<file path="src/rtl/nvmrd_pkg.sv">
package nvmrd_pkg;
  typedef enum logic [1:0] {
    ERR_NONE    = 2'd0,
    ERR_RANGE   = 2'd1,
    ERR_TIMEOUT = 2'd2
  } rd_err_e;

  typedef enum logic [1:0] {
    ST_IDLE  = 2'd0,
    ST_ISSUE = 2'd1,
    ST_POLL  = 2'd2
  } rd_state_e;
endpackage

</file>
<file path="src/rtl/nvmrd_range_chk.sv">
module nvmrd_range_chk #(
  parameter int DEPTH_WORDS = 64,
  parameter int HOST_W      = 16
) (
  input  logic [HOST_W-1:0] off_i,
  input  logic [HOST_W-1:0] cnt_i,
  output logic              ok_o
);
  localparam logic [HOST_W:0] DEPTH_X = (HOST_W+1)'(DEPTH_WORDS);

  logic [HOST_W:0] off_x;
  logic [HOST_W:0] cnt_x;
  logic [HOST_W:0] room;
  logic            off_ok;
  logic            cnt_nz;
  logic            cnt_fits;

  always_comb begin
    off_x    = {1'b0, off_i};
    cnt_x    = {1'b0, cnt_i};
    off_ok   = (off_x < DEPTH_X);
    room     = off_ok ? (DEPTH_X - off_x) : '0;
    cnt_nz   = (cnt_x != '0);
    cnt_fits = (cnt_x <= room);
    ok_o     = off_ok & cnt_nz & cnt_fits;
  end
endmodule

</file>
<file path="src/rtl/nvmrd_rsp_if.sv">
module nvmrd_rsp_if #(
  parameter int AW        = 6,
  parameter int WORD_W    = 16,
  parameter int BUS_W     = 32,
  parameter int ADDR_LSB  = 2,
  parameter int START_BIT = 0,
  parameter int DONE_BIT  = 1,
  parameter int DATA_LSB  = 16
) (
  input  logic [AW-1:0]     addr_i,
  input  logic [BUS_W-1:0]  rsp_i,
  output logic [BUS_W-1:0]  cmd_o,
  output logic              done_o,
  output logic [WORD_W-1:0] data_o
);
  logic rsp_unused;

  always_comb begin
    cmd_o                   = '0;
    cmd_o[ADDR_LSB +: AW]   = addr_i;
    cmd_o[START_BIT]        = 1'b1;
  end

  assign done_o     = rsp_i[DONE_BIT];
  assign data_o     = rsp_i[DATA_LSB +: WORD_W];
  assign rsp_unused = ^rsp_i;
endmodule

</file>
<file path="src/rtl/nvmrd_poll_timer.sv">
module nvmrd_poll_timer #(
  parameter int POLL_TRIES = 100000,
  parameter int POLL_GAP   = 1250,
  localparam int TW = $clog2(POLL_TRIES + 1),
  localparam int GW = $clog2(POLL_GAP + 1)
) (
  input  logic clk,
  input  logic rst_n,
  input  logic arm_i,
  input  logic run_i,
  input  logic hit_i,
  output logic sample_o,
  output logic last_try_o
);
  localparam logic [GW-1:0] GAP_RELOAD = GW'(POLL_GAP - 1);
  localparam logic [TW-1:0] TRY_LAST   = TW'(POLL_TRIES - 1);

  logic [GW-1:0] gap_q, gap_d;
  logic [TW-1:0] try_q, try_d;
  logic          miss;
  logic          cnt_en;

  assign sample_o   = run_i & (gap_q == '0);
  assign last_try_o = (try_q == TRY_LAST);
  assign miss       = sample_o & ~hit_i;

  always_comb begin
    gap_d  = gap_q;
    try_d  = try_q;
    cnt_en = 1'b0;
    if (arm_i) begin
      gap_d  = '0;
      try_d  = '0;
      cnt_en = 1'b1;
    end else if (miss) begin
      gap_d  = GAP_RELOAD;
      try_d  = try_q + 1'b1;
      cnt_en = 1'b1;
    end else if (run_i && (gap_q != '0)) begin
      gap_d  = gap_q - 1'b1;
      cnt_en = 1'b1;
    end
  end

  always_ff @(posedge clk or negedge rst_n) begin
    if (!rst_n) begin
      gap_q <= '0;
      try_q <= '0;
    end else if (cnt_en) begin
      gap_q <= gap_d;
      try_q <= try_d;
    end
  end
endmodule

</file>
<file path="src/rtl/nvm_burst_reader.sv">
module nvm_burst_reader
  import nvmrd_pkg::*;
#(
  parameter int DEPTH_WORDS = 64,
  parameter int HOST_W      = 16,
  parameter int WORD_W      = 16,
  parameter int BUS_W       = 32,
  parameter int ADDR_LSB    = 2,
  parameter int START_BIT   = 0,
  parameter int DONE_BIT    = 1,
  parameter int DATA_LSB    = 16,
  parameter int POLL_TRIES  = 100000,
  parameter int POLL_GAP    = 1250,
  localparam int AW = (DEPTH_WORDS > 1) ? $clog2(DEPTH_WORDS) : 1
) (
  input  logic              clk,
  input  logic              rst_n,
  input  logic              go_i,
  input  logic [HOST_W-1:0] start_off_i,
  input  logic [HOST_W-1:0] word_cnt_i,
  output logic              busy_o,
  output logic              done_o,
  output logic              err_o,
  output logic [1:0]        err_code_o,
  output logic              word_valid_o,
  output logic [AW-1:0]     word_addr_o,
  output logic [WORD_W-1:0] word_data_o,
  output logic              req_o,
  output logic [BUS_W-1:0]  cmd_o,
  input  logic [BUS_W-1:0]  rsp_i
);
  rd_state_e         state_q, state_d;
  logic [AW-1:0]     base_q, base_d;
  logic [AW-1:0]     idx_q, idx_d;
  logic [AW-1:0]     last_q, last_d;
  logic              ctx_en;

  logic              wv_q, wv_d;
  logic [AW-1:0]     waddr_q, waddr_d;
  logic [WORD_W-1:0] wdata_q, wdata_d;
  logic              word_en;

  logic              done_q, done_d;
  logic              err_q, err_d;
  rd_err_e           code_q, code_d;

  logic              range_ok;
  logic [AW-1:0]     cur_addr;
  logic              rsp_done;
  logic [WORD_W-1:0] rsp_data;
  logic              sample;
  logic              last_try;

  assign cur_addr = base_q + idx_q;

  nvmrd_range_chk #(
    .DEPTH_WORDS (DEPTH_WORDS),
    .HOST_W      (HOST_W)
  ) u_range (
    .off_i (start_off_i),
    .cnt_i (word_cnt_i),
    .ok_o  (range_ok)
  );

  nvmrd_rsp_if #(
    .AW        (AW),
    .WORD_W    (WORD_W),
    .BUS_W     (BUS_W),
    .ADDR_LSB  (ADDR_LSB),
    .START_BIT (START_BIT),
    .DONE_BIT  (DONE_BIT),
    .DATA_LSB  (DATA_LSB)
  ) u_rsp (
    .addr_i (cur_addr),
    .rsp_i  (rsp_i),
    .cmd_o  (cmd_o),
    .done_o (rsp_done),
    .data_o (rsp_data)
  );

  nvmrd_poll_timer #(
    .POLL_TRIES (POLL_TRIES),
    .POLL_GAP   (POLL_GAP)
  ) u_timer (
    .clk        (clk),
    .rst_n      (rst_n),
    .arm_i      (state_q == ST_ISSUE),
    .run_i      (state_q == ST_POLL),
    .hit_i      (rsp_done),
    .sample_o   (sample),
    .last_try_o (last_try)
  );

  // next-state logic
  always_comb begin
    state_d = state_q;
    base_d  = base_q;
    idx_d   = idx_q;
    last_d  = last_q;
    ctx_en  = 1'b0;
    wv_d    = 1'b0;
    waddr_d = waddr_q;
    wdata_d = wdata_q;
    word_en = 1'b0;
    done_d  = 1'b0;
    err_d   = 1'b0;
    code_d  = code_q;
    unique case (state_q)
      ST_IDLE: begin
        if (go_i) begin
          if (range_ok) begin
            base_d  = start_off_i[AW-1:0];
            idx_d   = '0;
            last_d  = AW'(word_cnt_i - 1'b1);
            ctx_en  = 1'b1;
            code_d  = ERR_NONE;
            state_d = ST_ISSUE;
          end else begin
            err_d  = 1'b1;
            code_d = ERR_RANGE;
          end
        end
      end
      ST_ISSUE: begin
        state_d = ST_POLL;
      end
      ST_POLL: begin
        if (sample) begin
          if (rsp_done) begin
            wv_d    = 1'b1;
            waddr_d = cur_addr;
            wdata_d = rsp_data;
            word_en = 1'b1;
            if (idx_q == last_q) begin
              done_d  = 1'b1;
              state_d = ST_IDLE;
            end else begin
              idx_d   = idx_q + 1'b1;
              ctx_en  = 1'b1;
              state_d = ST_ISSUE;
            end
          end else if (last_try) begin
            err_d   = 1'b1;
            code_d  = ERR_TIMEOUT;
            state_d = ST_IDLE;
          end
        end
      end
      default: state_d = ST_IDLE;
    endcase
  end

  // registers
  always_ff @(posedge clk or negedge rst_n) begin
    if (!rst_n) begin
      state_q <= ST_IDLE;
      wv_q    <= 1'b0;
      done_q  <= 1'b0;
      err_q   <= 1'b0;
      code_q  <= ERR_NONE;
    end else begin
      state_q <= state_d;
      wv_q    <= wv_d;
      done_q  <= done_d;
      err_q   <= err_d;
      code_q  <= code_d;
    end
  end

  always_ff @(posedge clk or negedge rst_n) begin
    if (!rst_n) begin
      base_q <= '0;
      idx_q  <= '0;
      last_q <= '0;
    end else if (ctx_en) begin
      base_q <= base_d;
      idx_q  <= idx_d;
      last_q <= last_d;
    end
  end

  always_ff @(posedge clk or negedge rst_n) begin
    if (!rst_n) begin
      waddr_q <= '0;
      wdata_q <= '0;
    end else if (word_en) begin
      waddr_q <= waddr_d;
      wdata_q <= wdata_d;
    end
  end

  assign busy_o       = (state_q != ST_IDLE);
  assign req_o        = (state_q == ST_ISSUE);
  assign done_o       = done_q;
  assign err_o        = err_q;
  assign err_code_o   = code_q;
  assign word_valid_o = wv_q;
  assign word_addr_o  = waddr_q;
  assign word_data_o  = wdata_q;
endmodule

</file>
<file path="config.mk">
export PLATFORM = sky130hd
export DESIGN_NAME = nvm_burst_reader
export DESIGN_NICKNAME = d
export VERILOG_FILES = /design/src/rtl/nvmrd_pkg.sv /design/src/rtl/nvmrd_range_chk.sv /design/src/rtl/nvmrd_rsp_if.sv /design/src/rtl/nvmrd_poll_timer.sv /design/src/rtl/nvm_burst_reader.sv
export SDC_FILE = /design/constraint.sdc
export NUM_CORES = 1
export LEC_CHECK = 0
export CORE_MARGIN = 10
export CORE_UTILIZATION = 48
export DETAILED_ROUTE_END_ITERATION = 7
export PLACE_DENSITY = 0.81
export SLEW_MARGIN = 20
export SYNTH_ARGS = -nofsm -noshare
export SYNTH_HDL_FRONTEND = slang
export SYNTH_SLANG_ARGS = --single-unit
</file>
<file path="constraint.sdc">
create_clock -name clk -period 3 [get_ports clk]
set_input_delay 0.6 -clock clk [delete_from_list [all_inputs] [get_ports clk]]
set_output_delay 0.6 -clock clk [all_outputs]
set_load 0.1 [all_outputs]
</file>
Word-level counts from Yosys, hierarchy flattened
Index checks and enable logic that the tools add are counted.
Word-level totals
  flip-flop bits (word level): 75
  input port bits: 67
  word-level logic and storage cells: 100
Operators by class
  add/subtract/negate cells: 6
  order comparisons: 2
  eq/ne operators: 12
  muxes and demuxes: 47
  bitwise gates (word level): 5
  reduce and logical (&&, ||, !) cells: 16
Operators by type and width (number)
  $mux W17: 3
  $mux W11: 3
  $mux W6: 5
  $mux W1: 22
  $mux W2: 9
  $add A17 B1 Y17 const B: 1
  $eq A17 B17 Y1 const B: 1
  $le A16 B17 Y1: 1
  $sub A7 B16 Y17 const A: 1
  $lt A16 B7 Y1 const B: 1
  $reduce_bool A16 Y1: 1
  $ne A2 B2 Y1 const B: 7
  $pmux W6 S2: 1
  $reduce_and A4 Y1: 3
  $logic_not A11 Y1: 1
  $reduce_bool A11 Y1: 1
  $sub A11 B1 Y11 const B: 1
  $reduce_and A7 Y1: 1
  $add A6 B1 Y6 const B: 1
  $add A6 B6 Y6: 1
  $eq A6 B6 Y1: 1
  $pmux W2 S3: 1
  $reduce_bool A2 Y1: 3
  $sub A6 B1 Y6 const B: 1
  12 further kinds: 17

Logic depth before layout (Yosys ltp)
Gate-level depths: netlist (run 1).
  depth after elaboration: 8
  gate-level depth with buffers: 15
  mapped depth without buffers: 14

Cells and area by module
From an unflattened synthesis (run 1), not the netlist that was laid out.
Second synthesis, totals
  cell total of the unflattened synthesis: 508
  area, all modules: 4959.8 um^2
By module, submodules not included
  nvm_burst_reader: times used 1, cells each 196, area each 2324.7 um^2, sequential area each 1176.1 um^2
  nvmrd_poll_timer: times used 1, cells each 180, area each 1661.6 um^2, sequential area each 700.7 um^2
  nvmrd_range_chk: times used 1, cells each 81, area each 598.1 um^2, sequential area each 0.0 um^2
  nvmrd_rsp_if: times used 1, cells each 51, area each 375.4 um^2, sequential area each 0.0 um^2

Least setup slack after synthesis (run 1)
No wires, ideal clock.
  path kind: input port to flip-flop
  start point: input port start_off_i[5]
  end point: register base_q[5]
  setup time: 0.127 ns
  arrival time: 4.104 ns
  required time: 2.873 ns
  setup slack: -1.232 ns
  stages on the path: 13
  buffers on the path: 2
  cells stage by stage: or4_4 o41ai_1 and3_2 clkbuf_1 o21ai_0 ha_1 a211oi_1 nor2_1 a2111oi_0 o311ai_0 a211oi_4 buf_6 mux2_1
Between the ends
  cells in the longest elaborated chain, start to end: 8
  elaborated cells between the ends (all ways): 10
  classes of those cells: add/sub (1); order compare (2); mux (4); bitwise (2); reduce/logical (1)
Ends and longest elaborated chain
  start: declaration: RTL line nvm_burst_reader.sv:19  | input logic [HOST_W-1:0] start_off_i,
  $sub A7 B16 Y17 / $lt A16 B7 Y1 (equally long branches): RTL line nvmrd_range_chk.sv:22, nvmrd_range_chk.sv:21
  $mux W17: RTL line nvmrd_range_chk.sv:22  | room = off_ok ? (DEPTH_X - off_x) : '0;
  $le A16 B17 Y1: RTL line nvmrd_range_chk.sv:24  | cnt_fits = (cnt_x <= room);
  $and A1 B1 Y1: RTL line nvmrd_range_chk.sv:25  | ok_o = off_ok & cnt_nz & cnt_fits;
  $mux W1: RTL line nvm_burst_reader.sv:111  | if (range_ok) begin
  $mux W1: RTL line nvm_burst_reader.sv:110  | if (go_i) begin
  $pmux W1 S2: RTL line nvm_burst_reader.sv:108  | unique case (state_q)
  $reduce_and A4 Y1 (no line)
  end signal: assignment: RTL line nvm_burst_reader.sv:176  | base_q <= base_d;
  end: declaration: RTL line nvm_burst_reader.sv:33  | logic [AW-1:0] base_q, base_d;
Parallel ways exist; a longest one is shown, timed or not.
A chain may end at the register's enable or synchronous reset.

Final worst setup path (run 1)
  start point: input port start_off_i[3]
  end point: register last_q[3]
Between the ends
  cells in the longest elaborated chain, start to end: 8
  elaborated cells between the ends (all ways): 10
  classes of those cells: add/sub (1); order compare (2); mux (4); bitwise (2); reduce/logical (1)
Ends and longest elaborated chain
  $sub A7 B16 Y17 / $lt A16 B7 Y1 (equally long branches): RTL line nvmrd_range_chk.sv:22, nvmrd_range_chk.sv:21
  $mux W17: RTL line nvmrd_range_chk.sv:22
  $le A16 B17 Y1: RTL line nvmrd_range_chk.sv:24
  $and A1 B1 Y1 (*): RTL line nvmrd_range_chk.sv:25
  $mux W1: RTL line nvm_burst_reader.sv:111
  $mux W1: RTL line nvm_burst_reader.sv:110
  $pmux W1 S2: RTL line nvm_burst_reader.sv:108
  $reduce_and A4 Y1 (no line) (*)
  end signal: assignment: RTL line nvm_burst_reader.sv:178  | last_q <= last_d;
  end: declaration: RTL line nvm_burst_reader.sv:35  | logic [AW-1:0] last_q, last_d;
Mark *: on every way between the ends. The rest lies on a longest branch, timed or not.

==> results of run 1 <==
==> critical path: stages <==
cell and delay (ps):
buf_6 90, or4_4 560, buf_6 150, o21ai_4 190, nand2_4 80, xor2_2 140
nand2_1 100, ha_4 270, nand4_1 150, buf_4 200, nor4_4 320, a31oi_4 140
a211oi_4 260, buf_6 150, buf_12 130, mux2_4 300
==> report_power, final <==
group | leakage (nW) | switching (mW) | internal, mW
combinational | 1.85 | 0.252 | 0.120
clock | 0.0840 | 0.413 | 0.311
sequential | 1.00 | 0.00162 | 1.01
total | 2.94 | 0.667 | 1.44
==> cells in the final DEF (no fill, tap or decap), types with 3 or more instances in the layout <==
| cell | n |
|---|---|
| and2_1 | 4 |
| or3_1 | 10 |
| a21oi_1 | 14 |
| nor4_1 | 7 |
| mux2i_1 | 3 |
| clkinvlp_4 | 3 |
| or2_2 | 3 |
| clkbuf_8 | 9 |
| inv_1 | 25 |
| o311ai_0 | 3 |
| buf_6 | 7 |
| mux2_4 | 10 |
| clkdlybuf4s15_1 | 4 |
| o21ai_2 | 4 |
| nand3_1 | 9 |
| ha_1 | 20 |
| dlygate4sd2_1 | 3 |
| a31oi_1 | 3 |
| or4_1 | 3 |
| a21o_1 | 3 |
| xor2_1 | 14 |
| clkdlybuf4s50_1 | 40 |
| nor3_2 | 3 |
| nor3_1 | 15 |
| mux2_2 | 20 |
| xnor2_1 | 18 |
| conb_1 | 31 |
| ha_4 | 7 |
| dfrtp_1 | 74 |
| o21ai_1 | 3 |
| o21ai_0 | 14 |
| buf_4 | 63 |
| nor2_1 | 35 |
| nand2_1 | 39 |
| xnor2_2 | 4 |
| nand4_1 | 7 |
| buf_12 | 6 |
==> cell families after synthesis <==
kind of cell               synth area share
xor gates and xnor gates             0.0725
muxes                                0.0823
AOI/OAI and AO/OA                    0.0935
and+or+nand+nor                       0.174
other                               0.00168
adders and majority gates            0.0801
buffers and inverters                0.0753
DFF                                   0.420
==> routing by layer <==
layer / wire (um) / global-route usage / part of all wire
met5: 0 / 0 / 0
met4: 216 / 0.0634 / 0.019
met3: 721 / 0.0406 / 0.062
met2: 5830 / 0.282 / 0.50
met1: 4890 / 0.211 / 0.42
==> cell type report <==
cell class,count,area share
Inverter,27,0.0163
Clock buffer,9,0.0200
Clock inverter,7,0.00968
Sequential cell,75,0.303
Timing Repair Buffer,126,0.191
Multi-Input combinational cell,348,0.438
Tap cell,111,0.0224
==> flip-flops by register name (all words and copies together) (netlist names), 2 cells and up <==
name,count
u_timer.try_q,17
word_data_o,16
u_timer.gap_q,11
base_q,6
idx_q,6
last_q,6
word_addr_o,6
err_code_o,2
state_q,2
==> per-stage QoR <==
| step | total power, mW | std cells | utilization |
|---|---|---|---|
| 6_report | 2.11 | 703 | 0.678 |
| 3_5_place_dp | 1.37 | 677 | 0.616 |
| 3_3_place_gp | 1.37 | 677 | 0.616 |
| 4_1_cts | 2.11 | 700 | 0.659 |
| 5_1_grt | 2.18 | 703 | 0.678 |
| 2_1_floorplan | 1.26 | 483 | - |
==> how the worst min path moves through the flow <==
stage / from / end / slack, ps / cells past startpoint
CTS: rst_n / u_timer.try_q[14]$_DFFE_PN0P_ / 420 / 1
detailed placement: word_addr_o[4]$_DFFE_PN0P_ / word_addr_o[4]$_DFFE_PN0P_ / 480 / 2
global placement: word_addr_o[4]$_DFFE_PN0P_ / word_addr_o[4]$_DFFE_PN0P_ / 460 / 2
global route: rst_n / word_data_o[13]$_DFFE_PN0P_ / 470 / 1
floorplan: rst_n / base_q[0]$_DFFE_PN0P_ / 300 / 0
finish: rst_n / word_data_o[11]$_DFFE_PN0P_ / 370 / 1
==> timing repair <==
item / in CTS / in global routing
buffers inserted: 6 / 3
gates resized for setup: 50 / 34
gates cloned: 2 / 0
pin swaps: 17 / 20
endpoints found under the setup margin: 21 / 23
==> run_results.csv, run 1 <==
group,metric,value,unit
outcome,status,"finished, violations left",
outcome,violations,"negative setup slack",
global_route,overall_global_routing_resource_usage,0.170,
routing,post_drt_via_cell_ratio,5.36,
sta,max_slew.worst_pin.slew,914,ps
finish,multiInputGateArea,2720,um^2
synth,postSynth.asyncResetShare,1.00,
sta,final_critical_path_time_including_i_o_delays_and_setup,3590,ps
synth,synth_area,4470,um^2
synth,prevailing_post_synth_register_cell,"dfrtp_1",
sta,unrepaired_setup_endpoints_after_global_routing,"yes",
setup_path,endpoint,"last_q[3]$_DFFE_PN0P_",
synth,netlist_top_cells_area,"dfrtp_1 (42%), ha_1 (7.6%), mux2_2 (7.1%), buf_4 (4.4%), xnor2_1 (4.3%)",
finish,fillers,695,
placement,globalplace.congestion,0.846,
synth,post-synth-top-area-fraction,0.420,
sta,finalWorstSetupSlack,-594,ps
job,maxCapViolCount,0,
synth,synthesis.instances,454,
floorplan,num_rows,35,
finish,layout.nets,682,
routing,route.vias.total,3769,
cts,cts_buffers,9,
routing,ant_nets,0,
sta,fin_skew,10.7,ps
setup_path,critical_path.reg2reg.endpoint,"idx_q[3]$_DFFE_PN0P_",
cts,root_buffer,"clkbuf_8",
floorplan,die_w,116,um
floorplan,fp.dieH,116,um
routing,post-route-drc-count,0,
setup_path,rr_startpoint,"u_timer.gap_q[0]$_DFFE_PN0P_",
global_route,antenna_found_initial,0,
setup_path,regToRegSetupSlack,190,ps
cts,cts_tree,"yes",
power,worst_ir_drop_vdd,0.000187,V
routing,detail_route.wl_per_cell,16.6,um
sta,hold_viol_final,0,
synth,synthesis.area_per_instance,9.84,um^2
synth,ys.warnings.count,0,
sta,fmax,278,MHz
sta,hold-worst-slack,375,ps
floorplan,start_util,0.488,
setup_path,timing.critical_path.to_type,"register",
global_route,globalRoute.totalOverflow,0,
setup_path,critical_path_class,"in2reg",
cts,cts-htree-levels,3,
routing,firstDrtPassIters,4,
sta,final_min_period_over_clock_period,1.20,
routing,drt_iter0_markers,214,
finish,antenna_cells,0,
floorplan,placeable_area,9150,um^2
sta,maxSlewHeadroom,0.390,
synth,ys_top_cells_by_count,"dfrtp_1 (75), nand2_1 (42), nor2_1 (35)",
cts,clock_sink_count,75,
synth,number_of_register_bits_inferred_by_synthesis,75,
global_route,grt_start_max_net_pins,76,
synth,synth.yosys.seq_area_share,0.420,
floorplan,die_area,13600,um^2
setup_path,timing.reg2reg.worst_path_depth,7,
placement,dp_hpwl,8.70,mm
routing,wirelength,11.7,mm
placement,dp_slack,-1410,ps
setup_path,cp.arrival,3840,ps
finish,final_design_area_no_fill,6210,um^2
cts,cts-root-to-sink-buffers,2,
setup_path,timing.critical_path.fanout_max,7,
min_path,worst_hold_path_type,"in2async",
setup_path,critPathLaunch,"start_off_i[3]",
synth,netlist.top_cell.by_area,"dfrtp_1",
sta,final_max_slew_viol_count,0,
global_route,grt_pass1_vias,3867,
power,p_leak,2.94,nW
sta,setup_viol_count_final,21,
finish,ff_latch_area,1880,um^2
synth,yosys.cell_count.top_type,"dfrtp_1",
power,power.density,340,nW/um^2
cts,number_of_buffers_inserted_by_hold_repair_at_cts,0,
placement,dpl_cell_area,5640,um^2
setup_path,timing.critical_path.from_type,"primary input",
finish,share_of_post_route_cells_with_drive_strength_above_1,0.292,
finish,flow.area_growth_from_synthesis,38.9,%
setup_path,worst_ep_required_time,3240,ps
sta,setup_tns,-9980,ps
cts,path_clk_slew,80,ps
floorplan,pin_count,128,
placement,port-buffer-count,86,
synth,netlist-cell-type-count,53,
cts,worst_skew_pair.late_latency,360,ps
global_route,grt_first_pass_wirelength,18.6,mm
synth,synth_edf_count,0,
Note: power is estimated with default switching activity, not from simulation.
==> run 2, diff against run 1 <==
--- a/config.mk
+++ b/config.mk
@@ -5,6 +5,7 @@
 export SDC_FILE = /design/constraint.sdc
 export NUM_CORES = 1
 export LEC_CHECK = 0
+export ABC_CLOCK_PERIOD_IN_PS = 3000
 export CORE_MARGIN = 10
 export CORE_UTILIZATION = 48
 export DETAILED_ROUTE_END_ITERATION = 7
==> results of run 2 <==
Same layout as run 1: the final DEF is identical, and so are final timing and power.
